==> src/rtl/ix_pkg.sv <==
// Shared operation codes and decode helpers for the integer execute unit.
// Assumes a 6-bit operation field; codes above OP_DIVU produce no result.
package ix_pkg;
    localparam int XLEN      = 32;
    localparam int IMM_W     = 16;
    localparam int REG_IDX_W = 5;
    localparam int OP_W      = 6;

    typedef enum logic [OP_W-1:0] {
        OP_ADD = 6'd0, OP_SUB, OP_AND, OP_OR, OP_XOR, OP_NOR,
        OP_ADDI, OP_ANDI, OP_ORI, OP_XORI, OP_ANDHI, OP_ORHI, OP_XORHI,
        OP_MULI, OP_MUL, OP_MULXSS, OP_MULXUU, OP_MULXSU,
        OP_SLL, OP_SRL, OP_SRA, OP_ROL, OP_ROR,
        OP_SLLI, OP_SRLI, OP_SRAI, OP_ROLI,
        OP_CMPGE, OP_CMPLT, OP_CMPNE, OP_CMPEQ, OP_CMPGEU, OP_CMPLTU,
        OP_CMPGEI, OP_CMPLTI, OP_CMPNEI, OP_CMPEQI, OP_CMPGEUI, OP_CMPLTUI,
        OP_DIV, OP_DIVU
    } op_e;

    typedef enum logic [1:0] {EXT_NONE, EXT_SIGN, EXT_ZERO, EXT_HIGH} ext_e;
    typedef enum logic [1:0] {DV_IDLE, DV_RUN, DV_FIX} dv_state_e;

    // How the immediate forms the second operand
    function automatic ext_e ext_mode(op_e op);
        case (op)
            OP_ADDI, OP_MULI, OP_CMPGEI, OP_CMPLTI, OP_CMPNEI, OP_CMPEQI: return EXT_SIGN;
            OP_ANDI, OP_ORI, OP_XORI, OP_CMPGEUI, OP_CMPLTUI:             return EXT_ZERO;
            OP_ANDHI, OP_ORHI, OP_XORHI:                                  return EXT_HIGH;
            default:                                                      return EXT_NONE;
        endcase
    endfunction

    function automatic logic is_div(op_e op);
        return (op == OP_DIV) || (op == OP_DIVU);
    endfunction

    function automatic logic is_mul(op_e op);
        return (op == OP_MUL) || (op == OP_MULI) || (op == OP_MULXSS) ||
               (op == OP_MULXUU) || (op == OP_MULXSU);
    endfunction
endpackage

==> src/rtl/ix_alu.sv <==
// Combinational add/sub, logic, shift/rotate and compare datapath.
// Assumes the second operand b is already selected (register or extended immediate).
module ix_alu
    import ix_pkg::*;
#(
    parameter int W    = 32,
    parameter int SH_W = $clog2(W)
) (
    input  op_e             op,
    input  logic [W-1:0]    a,
    input  logic [W-1:0]    b,
    input  logic [SH_W-1:0] sh_imm,
    output logic [W-1:0]    y
);
    localparam logic [SH_W:0] WIDE = (SH_W+1)'(W);

    logic [SH_W-1:0] sh;
    logic [W-1:0]    rotl, rotr;
    logic            lt_s, lt_u, eq;

    // Pick the shift amount: instruction field for immediate forms, low bits of b otherwise
    always_comb begin
        if (op == OP_SLLI || op == OP_SRLI || op == OP_SRAI || op == OP_ROLI) sh = sh_imm;
        else                                                                 sh = b[SH_W-1:0];
    end

    // Rotates and comparison flags
    always_comb begin
        rotl = (a << sh) | (a >> (WIDE - {1'b0, sh}));
        rotr = (a >> sh) | (a << (WIDE - {1'b0, sh}));
        lt_s = $signed(a) < $signed(b);
        lt_u = a < b;
        eq   = (a == b);
    end

    // Result select by operation
    always_comb begin
        case (op)
            OP_ADD, OP_ADDI:                    y = a + b;
            OP_SUB:                             y = a - b;
            OP_AND, OP_ANDI, OP_ANDHI:          y = a & b;
            OP_OR,  OP_ORI,  OP_ORHI:           y = a | b;
            OP_XOR, OP_XORI, OP_XORHI:          y = a ^ b;
            OP_NOR:                             y = ~(a | b);
            OP_SLL, OP_SLLI:                    y = a << sh;
            OP_SRL, OP_SRLI:                    y = a >> sh;
            OP_SRA, OP_SRAI:                    y = $unsigned($signed(a) >>> sh);
            OP_ROL, OP_ROLI:                    y = rotl;
            OP_ROR:                             y = rotr;
            OP_CMPGE,  OP_CMPGEI:               y = W'(!lt_s);
            OP_CMPLT,  OP_CMPLTI:               y = W'(lt_s);
            OP_CMPNE,  OP_CMPNEI:               y = W'(!eq);
            OP_CMPEQ,  OP_CMPEQI:               y = W'(eq);
            OP_CMPGEU, OP_CMPGEUI:              y = W'(!lt_u);
            OP_CMPLTU, OP_CMPLTUI:              y = W'(lt_u);
            default:                            y = '0;
        endcase
    end
endmodule

==> src/rtl/ix_mul.sv <==
// Single shared multiplier giving the low or high word of a 2W-bit product.
// Assumes signedness flags per operand; low word is signedness-independent.
module ix_mul #(
    parameter int W = 32
) (
    input  logic [W-1:0] a,
    input  logic [W-1:0] b,
    input  logic         sgn_a,
    input  logic         sgn_b,
    input  logic         sel_hi,
    output logic [W-1:0] y
);
    logic [2*W-1:0] ea, eb, prod;

    // Extend each operand to 2W bits and keep the product modulo 2^(2W)
    always_comb begin
        ea   = {{W{sgn_a & a[W-1]}}, a};
        eb   = {{W{sgn_b & b[W-1]}}, b};
        prod = ea * eb;
        y    = sel_hi ? prod[2*W-1:W] : prod[W-1:0];
    end
endmodule

==> src/rtl/ix_div.sv <==
// Restoring divider: one quotient bit per cycle over W cycles, then one sign fix-up cycle.
// Assumes start is only honoured while idle; the divisor is forced to 1 for the
// zero and signed-overflow cases before iteration begins.
module ix_div
    import ix_pkg::*;
#(
    parameter int W     = 32,
    parameter int TAG_W = 5
) (
    input  logic             clk,
    input  logic             rst_n,
    input  logic             start,
    input  logic             sgn,
    input  logic [W-1:0]     dividend,
    input  logic [W-1:0]     divisor,
    input  logic [TAG_W-1:0] tag_in,
    output logic             busy,
    output logic             done,
    output logic [W-1:0]     q_out,
    output logic [TAG_W-1:0] tag_out
);
    localparam int              CNT_W = $clog2(W);
    localparam logic [CNT_W-1:0] LAST = CNT_W'(W - 1);
    localparam logic [W-1:0]     MINV = {1'b1, {(W-1){1'b0}}};

    dv_state_e      st;
    logic [CNT_W-1:0] cnt;
    logic [W-1:0]   rem, quo, dvs, dvs_fix, mag_a, mag_b;
    logic [W:0]     rem_sh, diff;
    logic           neg, neg_n;
    logic [W-1:0]   chk_a;
    logic           chk_zero_u;

    // Divisor substitution and operand magnitudes at request time
    always_comb begin
        dvs_fix = ((divisor == '0) || (sgn && dividend == MINV && divisor == '1)) ? W'(1) : divisor;
        mag_a   = (sgn && dividend[W-1]) ? -dividend : dividend;
        mag_b   = (sgn && dvs_fix[W-1])  ? -dvs_fix  : dvs_fix;
        neg_n   = sgn && (dividend[W-1] ^ dvs_fix[W-1]);
    end

    // One restoring step: shift in the next dividend bit and trial-subtract
    always_comb begin
        rem_sh = {rem, quo[W-1]};
        diff   = rem_sh - {1'b0, dvs};
    end

    assign busy = (st != DV_IDLE);

    // Engine sequencing: idle -> W iterations -> sign fix-up with done pulse
    always_ff @(posedge clk) begin
        if (!rst_n) begin
            st <= DV_IDLE; cnt <= '0; rem <= '0; quo <= '0; dvs <= '0; neg <= 1'b0;
            done <= 1'b0; q_out <= '0; tag_out <= '0; chk_a <= '0; chk_zero_u <= 1'b0;
        end else begin
            done <= 1'b0;
            case (st)
                DV_IDLE: if (start) begin
                    st <= DV_RUN; cnt <= '0; rem <= '0; quo <= mag_a; dvs <= mag_b;
                    neg <= neg_n; tag_out <= tag_in;
                    chk_a <= dividend; chk_zero_u <= !sgn && (divisor == '0);
                end
                DV_RUN: begin
                    rem <= diff[W] ? rem_sh[W-1:0] : diff[W-1:0];
                    quo <= {quo[W-2:0], ~diff[W]};
                    cnt <= cnt + 1'b1;
                    if (cnt == LAST) st <= DV_FIX;
                end
                DV_FIX: begin
                    q_out <= neg ? -quo : quo;
                    done  <= 1'b1;
                    st    <= DV_IDLE;
                end
                default: st <= DV_IDLE;
            endcase
        end
    end


    start_busy_chk: assert property (@(posedge clk) disable iff (!rst_n)
        (start && !busy) |=> busy);

    done_pulse_chk: assert property (@(posedge clk) disable iff (!rst_n)
        done |=> !done);

    busy_done_excl_chk: assert property (@(posedge clk) disable iff (!rst_n)
        !(busy && done));

    divzero_chk: assert property (@(posedge clk) disable iff (!rst_n)
        (done && chk_zero_u) |-> (q_out == chk_a));
endmodule

==> src/rtl/int_exec_unit.sv <==
// Integer execute stage: combinational ALU and multiplier, iterative divider.
// Assumes the issuing stage holds off dependent work while busy; results for
// register 0 are never written.
module int_exec_unit
    import ix_pkg::*;
(
    input  logic                 clk,
    input  logic                 rst_n,
    input  logic                 op_valid,
    input  logic [OP_W-1:0]      op_code,
    input  logic [XLEN-1:0]      opnd_a,
    input  logic [XLEN-1:0]      opnd_b,
    input  logic [IMM_W-1:0]     imm16,
    input  logic [4:0]           shamt,
    input  logic [REG_IDX_W-1:0] dest_idx,
    output logic [XLEN-1:0]      result,
    output logic                 wr_en,
    output logic [REG_IDX_W-1:0] wr_dest,
    output logic                 busy,
    output logic                 done
);
    op_e                  op;
    logic [XLEN-1:0]      opnd2, alu_y, mul_y, div_q;
    logic                 div_req, div_start, m_sa, m_sb, m_hi;
    logic [REG_IDX_W-1:0] div_tag;

    assign op        = op_e'(op_code);
    assign div_req   = op_valid && is_div(op);
    assign div_start = div_req && !busy;

    // Second operand: register B or the immediate in one of three extensions
    always_comb begin
        case (ext_mode(op))
            EXT_SIGN: opnd2 = {{(XLEN-IMM_W){imm16[IMM_W-1]}}, imm16};
            EXT_ZERO: opnd2 = {{(XLEN-IMM_W){1'b0}}, imm16};
            EXT_HIGH: opnd2 = {imm16, {(XLEN-IMM_W){1'b0}}};
            default:  opnd2 = opnd_b;
        endcase
    end

    // Multiplier signedness and word select
    always_comb begin
        m_sa = (op == OP_MULXSS) || (op == OP_MULXSU);
        m_sb = (op == OP_MULXSS);
        m_hi = (op == OP_MULXSS) || (op == OP_MULXUU) || (op == OP_MULXSU);
    end

    ix_alu #(.W(XLEN)) u_alu (
        .op(op), .a(opnd_a), .b(opnd2), .sh_imm(shamt), .y(alu_y)
    );

    ix_mul #(.W(XLEN)) u_mul (
        .a(opnd_a), .b(opnd2), .sgn_a(m_sa), .sgn_b(m_sb), .sel_hi(m_hi), .y(mul_y)
    );

    ix_div #(.W(XLEN), .TAG_W(REG_IDX_W)) u_div (
        .clk(clk), .rst_n(rst_n), .start(div_start), .sgn(op == OP_DIV),
        .dividend(opnd_a), .divisor(opnd_b), .tag_in(dest_idx),
        .busy(busy), .done(done), .q_out(div_q), .tag_out(div_tag)
    );

    // Output select: a finished quotient takes the port over the combinational path
    always_comb begin
        if (done) begin
            result  = div_q;
            wr_dest = div_tag;
            wr_en   = (div_tag != '0);
        end else begin
            result  = is_mul(op) ? mul_y : alu_y;
            wr_dest = dest_idx;
            wr_en   = op_valid && !is_div(op) && (dest_idx != '0);
        end
    end


    zero_dest_chk: assert property (@(posedge clk) disable iff (!rst_n)
        wr_en |-> (wr_dest != '0));

    div_req_nowrite_chk: assert property (@(posedge clk) disable iff (!rst_n)
        (div_req && !done) |-> !wr_en);
endmodule

==> config.mk <==
export PLATFORM = sky130hd
export DESIGN_NAME = int_exec_unit
export DESIGN_NICKNAME = d
export VERILOG_FILES = /design/src/rtl/ix_pkg.sv /design/src/rtl/ix_alu.sv /design/src/rtl/ix_mul.sv /design/src/rtl/ix_div.sv /design/src/rtl/int_exec_unit.sv
export SDC_FILE = /design/constraint.sdc
export NUM_CORES = 2
export LEC_CHECK = 0
export ABC_AREA = 1
export BUFFER_PORTS_ARGS = -buffer_cell sky130_fd_sc_hd__buf_2
export CORE_MARGIN = 5
export CORE_UTILIZATION = 61
export DETAILED_ROUTE_END_ITERATION = 6
export PLACE_DENSITY = 0.81
export SLEW_MARGIN = 40
export SYNTH_ARGS = -nofsm -noshare
export SYNTH_HDL_FRONTEND = slang
export SYNTH_HIERARCHICAL = 1
export SYNTH_SLANG_ARGS = --single-unit
==> constraint.sdc <==
create_clock -name clk -period 7.5 [get_ports clk]
set_input_delay 0 -clock clk [delete_from_list [all_inputs] [get_ports clk]]
set_output_delay 0 -clock clk [all_outputs]
set_load 0.03 [all_outputs]
==> flow_summary.ini, run 1 <==
[run_status]
outcome = stopped before the end
haltStage = 5_1_grt
error_message = [ERROR GRT-0232] Routing congestion too high. Check the congestion heatmap in the GUI.

[yosys]
synth_cell_types = 65
post-synth-top-area-cell = fa_1
synth-edff-count = 0
syn-num-nets = 11800
synth.area.top_cells = fa_1 (34%), nand2_1 (17%), inv_1 (12%), nand3_1 (6.8%), ha_1 (6.5%)
yosysWarnings = 6
ys_seq_area_share_pct = 4.24
synth.top_cell.area_share_pct = 33.7
synth-async-reset-ratio_pct = 0
synthCells = 10200
synth_area_um2 = 67000
ys.flop_type = dfxtp_1
ys_ff_latch = 142
synth.avg_cell_area_um2 = 6.56

[die]
rows = 121
start_util_pct = 61.5
die_h_um = 341
io_pins = 139
fp.dieW_um = 341

[clock_network]
htreeDepth = 4
cts_root_buf = clkbuf_16
cts_buffers = 17
cts_buffer_depth = 2
cts_sinks = 142

[global_route]
track_usage_pct = 66.0
grt_overflow_total = 42
grt_max_degree = 88
antenna_found_initial = 80

[placement]
hpwl_um = 246000
place_congestion = 1.19
numPortBuffers = 138

[sta]
worst_endpoint_kind = output port
crit_endpoint = result[25]
## per-layer routing
metal  global-route usage, %  overflow
met4                    63.8        13
met2                    87.1        26
met5                    22.6         0
met1                    67.4         1
met3                    43.3         2
## Yosys cell counts, drive strengths merged, types with 2 or more instances
| cell | n |
|---|---|
| clkbuf | 362 |
| or2 | 18 |
| xor2 | 40 |
| a21o | 14 |
| o31ai | 3 |
| nand3b | 23 |
| o21ai | 361 |
| nand4 | 120 |
| nand3 | 925 |
| nor4 | 17 |
| xnor2 | 28 |
| o22ai | 13 |
| a31oi | 33 |
| dfxtp | 142 |
| nor2 | 570 |
| clkinv | 7 |
| a221oi | 14 |
| nor3 | 52 |
| fa | 1128 |
| ha | 350 |
| buf | 161 |
| nand2 | 3059 |
| o221ai | 12 |
| a22oi | 10 |
| o41ai | 14 |
| o211ai | 31 |
| mux2i | 2 |
| a21boi | 11 |
| o21bai | 30 |
| inv | 2221 |
| o21a | 10 |
| nor3b | 3 |
| o2111ai | 4 |
| a21oi | 412 |
| a211oi | 7 |
## cell families after synthesis
family / after synthesis / share of synthesized area (%)
xor+xnor: 68 / 0.889
mux: 2 / 0.0299
fa+ha+maj: 1478 / 40.2
flops: 142 / 4.24
buf+inv: 2751 / 15.9
compound gates: 985 / 8.27
simple gates: 4789 / 30.4
## through the flow
stage | instance area, µm² | std cells | setup slack (ns) | setup TNS [ns] | utilization (%)
CTS | 76900 | 12000 | -0.832 | -24.55 | 70.5
detailed placement | 73600 | 11900 | -1.37 | -40.15 | 67.5
global placement | 73500 | 11900 | -1.39 | -37.89 | 67.4
floorplan | 67300 | 10200 | -0.0628 | -0.135 | -
## what timing repair did
item                                    4_1_cts
endpoints found under the setup margin       32
pin swaps                                   148
setup buffers                                57
cloned                                       11
gates resized for setup                     443
hold buffers                                  5
endpoints found under the hold margin         5
==> run 2, diff against run 1 <==
--- a/config.mk
+++ b/config.mk
@@ -8,9 +8,9 @@
 export ABC_AREA = 1
 export BUFFER_PORTS_ARGS = -buffer_cell sky130_fd_sc_hd__buf_2
 export CORE_MARGIN = 5
-export CORE_UTILIZATION = 61
+export CORE_UTILIZATION = 40
 export DETAILED_ROUTE_END_ITERATION = 6
-export PLACE_DENSITY = 0.81
+export PLACE_DENSITY_LB_ADDON = 0.15
 export SLEW_MARGIN = 40
 export SYNTH_ARGS = -nofsm -noshare
 export SYNTH_HDL_FRONTEND = slang
==> constraint.sdc (replaced) <==
create_clock -name clk -period 9.8 [get_ports clk]
set_input_delay 0 -clock clk [delete_from_list [all_inputs] [get_ports clk]]
set_output_delay 0 -clock clk [all_outputs]
set_load 0.03 [all_outputs]
==> flow_summary.ini, run 2 <==
[global_route]
grt_overflow_total = 0
grt_max_degree = 66
antenna_found_initial = 26
grt_pass1_wl_um = 470000
grt_pass1_vias = 68700
track_usage_pct = 36.6

[worst_setup_path]
cp.required_ns = 9.80
critPathBufInv = 14
r2r-start = u_div/quo[31]
rrSetupSlack_ns = 5.96
critPathTopFamily = adder cells
arrival_ns = 9.45
critical-path-slowest-cell = fa_1
critPathMostFrequentCell = nand2_1
start_kind = input pin
ff2ff_path_depth = 16
path_max_fanout = 34
r2r-end = u_div/rem[21]
cp-end-kind = primary output
worstSetupPathType = in -> out
max_stage_delay_ns = 0.56

[sta]
post-route-period-util_pct = 96.5
hold_viol = 0
finalMaxSlewViolations = 0
tightest_slew_ns = 0.956
fin_skew_ns = 0.0338
max_freq_mhz = 106
setup_viol = 0
setup_ws_ns = 0.346
relSlewSlack_pct = 36.2
layout_min_cycle_time_ns = 9.45

[hold_path]
min_to = u_div/dvs[8]
min_path_cells = 5
hold_class = in -> reg
min_from = opnd_b[8]

[die]
io_pins = 139
fp.dieW_um = 419
rows = 150
start_util_pct = 40.1
dieArea_um2 = 176000
die_h_um = 419
coreArea_um2 = 167000

[layout]
fillerInstances = 17900
final_common_cell = nand2_1
register_area_um2 = 2840
multi_input_area_um2 = 53800
drive_above_1_share_pct = 6.74
final_cell_mix = nand2_1 (2984), inv_1 (2186), fa_1 (1128)
synthToLayoutAreaGrowth_pct = 6.64
final_nets = 11700

[placement]
pre_cts_ws_ns = 0.230
numPortBuffers = 138
hpwl_um = 262000
place_congestion = 1.05

[detailed_routing]
vias = 68800
drtIter0Drc = 7051
routedWlPerCell_um = 26.5
drc = 2
viasPerCell = 5.58
final_antenna_net_count = 0
totalWireLength_um = 327000
drt-pass1-iter-count = 7

[yosys]
synth.avg_cell_area_um2 = 6.56
synth_area_um2 = 67000
synth.top_cell.area_share_pct = 33.7
synth-edff-count = 0
yosysWarnings = 6
synth.area.top_cells = fa_1 (34%), nand2_1 (17%), inv_1 (12%), nand3_1 (6.8%), ha_1 (6.5%)
ys_seq_area_share_pct = 4.24
synth-async-reset-ratio_pct = 0
synth_cell_types = 65
ys.flop_type = dfxtp_1
syn-num-nets = 11800
ys_ff_latch = 142
post-synth-top-area-cell = fa_1
yosys-top-cells-count = nand2_1 (2989), inv_1 (2191), fa_1 (1128)
synthCells = 10200
post-synth-top-count-cell = nand2_1

[clock_network]
htreeDepth = 4
cts_sinks = 142
clk_latency_ns = 0.53
cts_root_buf = clkbuf_16
tritoncts = done
cts_buffers = 17
cts.clk_slew.worst_paths_ns = 0.07
cts_buffer_depth = 2

[run_status]
failed_checks = design-rule violations
outcome = finished with violations

[job]
drv_cap = 0
run 2: cell counts after synthesis:
No cell type changed its count.
run 2: how the worst max path moves through the flow:
stage               depth (start not counted)        from  slack [ns]    endpoint
finish                                     44  op_code[0]        0.35  result[15]
global route                               44  op_code[0]       -0.01  result[28]
CTS                                        40  op_code[0]        0.21  result[24]
detailed placement                         40  op_code[0]        0.23  result[24]
global placement                           42  op_code[0]        0.36  result[13]
floorplan                                  43  op_code[0]        1.69  result[30]
run 2: logic make-up (layout without fill, tap and decap cells):
| family | count (synthesis) | count (layout) | share of synthesized area (%) |
|---|---|---|---|
| AOI/OAI and AO/OA | 985 | 985 | 8.27 |
| muxes | 2 | 2 | 0.0299 |
| buffers and inverters | 2751 | 2649 | 15.9 |
| DFF | 142 | 142 | 4.24 |
| other | 0 | 12 | 0 |
| xor gates and xnor gates | 68 | 68 | 0.889 |
| and+or+nand+nor | 4789 | 4789 | 30.4 |
| adders and majority gates | 1478 | 1478 | 40.2 |
run 2: stage by stage:
| step | cells | instance area (µm²) | util [%] | hold slack (ns) | TNS [ns] |
|---|---|---|---|---|---|
| 4_1_cts | 12300 | 71200 | 42.7 | 0.00934 | 0 |
| 5_1_grt | 12300 | 71400 | 42.8 | 0.0754 | -0.0283 |
| 6_report | 12300 | 71400 | 42.8 | 0.0613 | 0 |
| 2_1_floorplan | 10200 | 67000 | - | 0.167 | 0 |
| 3_3_place_gp | 12300 | 70300 | 42.1 | 0.286 | 0 |
| 3_5_place_dp | 12300 | 70400 | 42.2 | 0.295 | 0 |
run 2: per-layer routing:
layer,global-route usage [%],part of all wire [%],vias to the layer above
met4,23.9,7.8,8
met2,59.3,46,3324
met1,45.6,39,34000
met5,0,0.017,-
li1,-,-,30600
met3,5.65,7.4,882
run 2: layout make-up:
type | count | area share, %
multi-input combinational | 7322 | 75.3
inverter | 2228 | 11.7
timing repair buffer | 389 | 4.24
sequential | 142 | 3.98
tap | 2204 | 3.86
clock buffer | 18 | 0.615
clock inverter | 14 | 0.238
antenna | 12 | 0.0420
run 2: worst min-delay path, stage by stage:
cell,delay [ns]
buf_2,0.20
nand2_1,0.12
o21ai_0,0.08
o211ai_1,0.08
inv_1,0.04
run 2: timing repair:
item | 4_1_cts | 5_1_grt
gates resized for setup | 0 | 24
setup endpoints to repair | 0 | 18
setup buffers | 0 | 7
endpoints found under the hold margin | 12 | 0
hold buffers | 12 | 0
Power of run 2 is left out: the tool's default activity adds up to more than one toggle a clock period on the data nets, which glitch-free logic cannot reach.
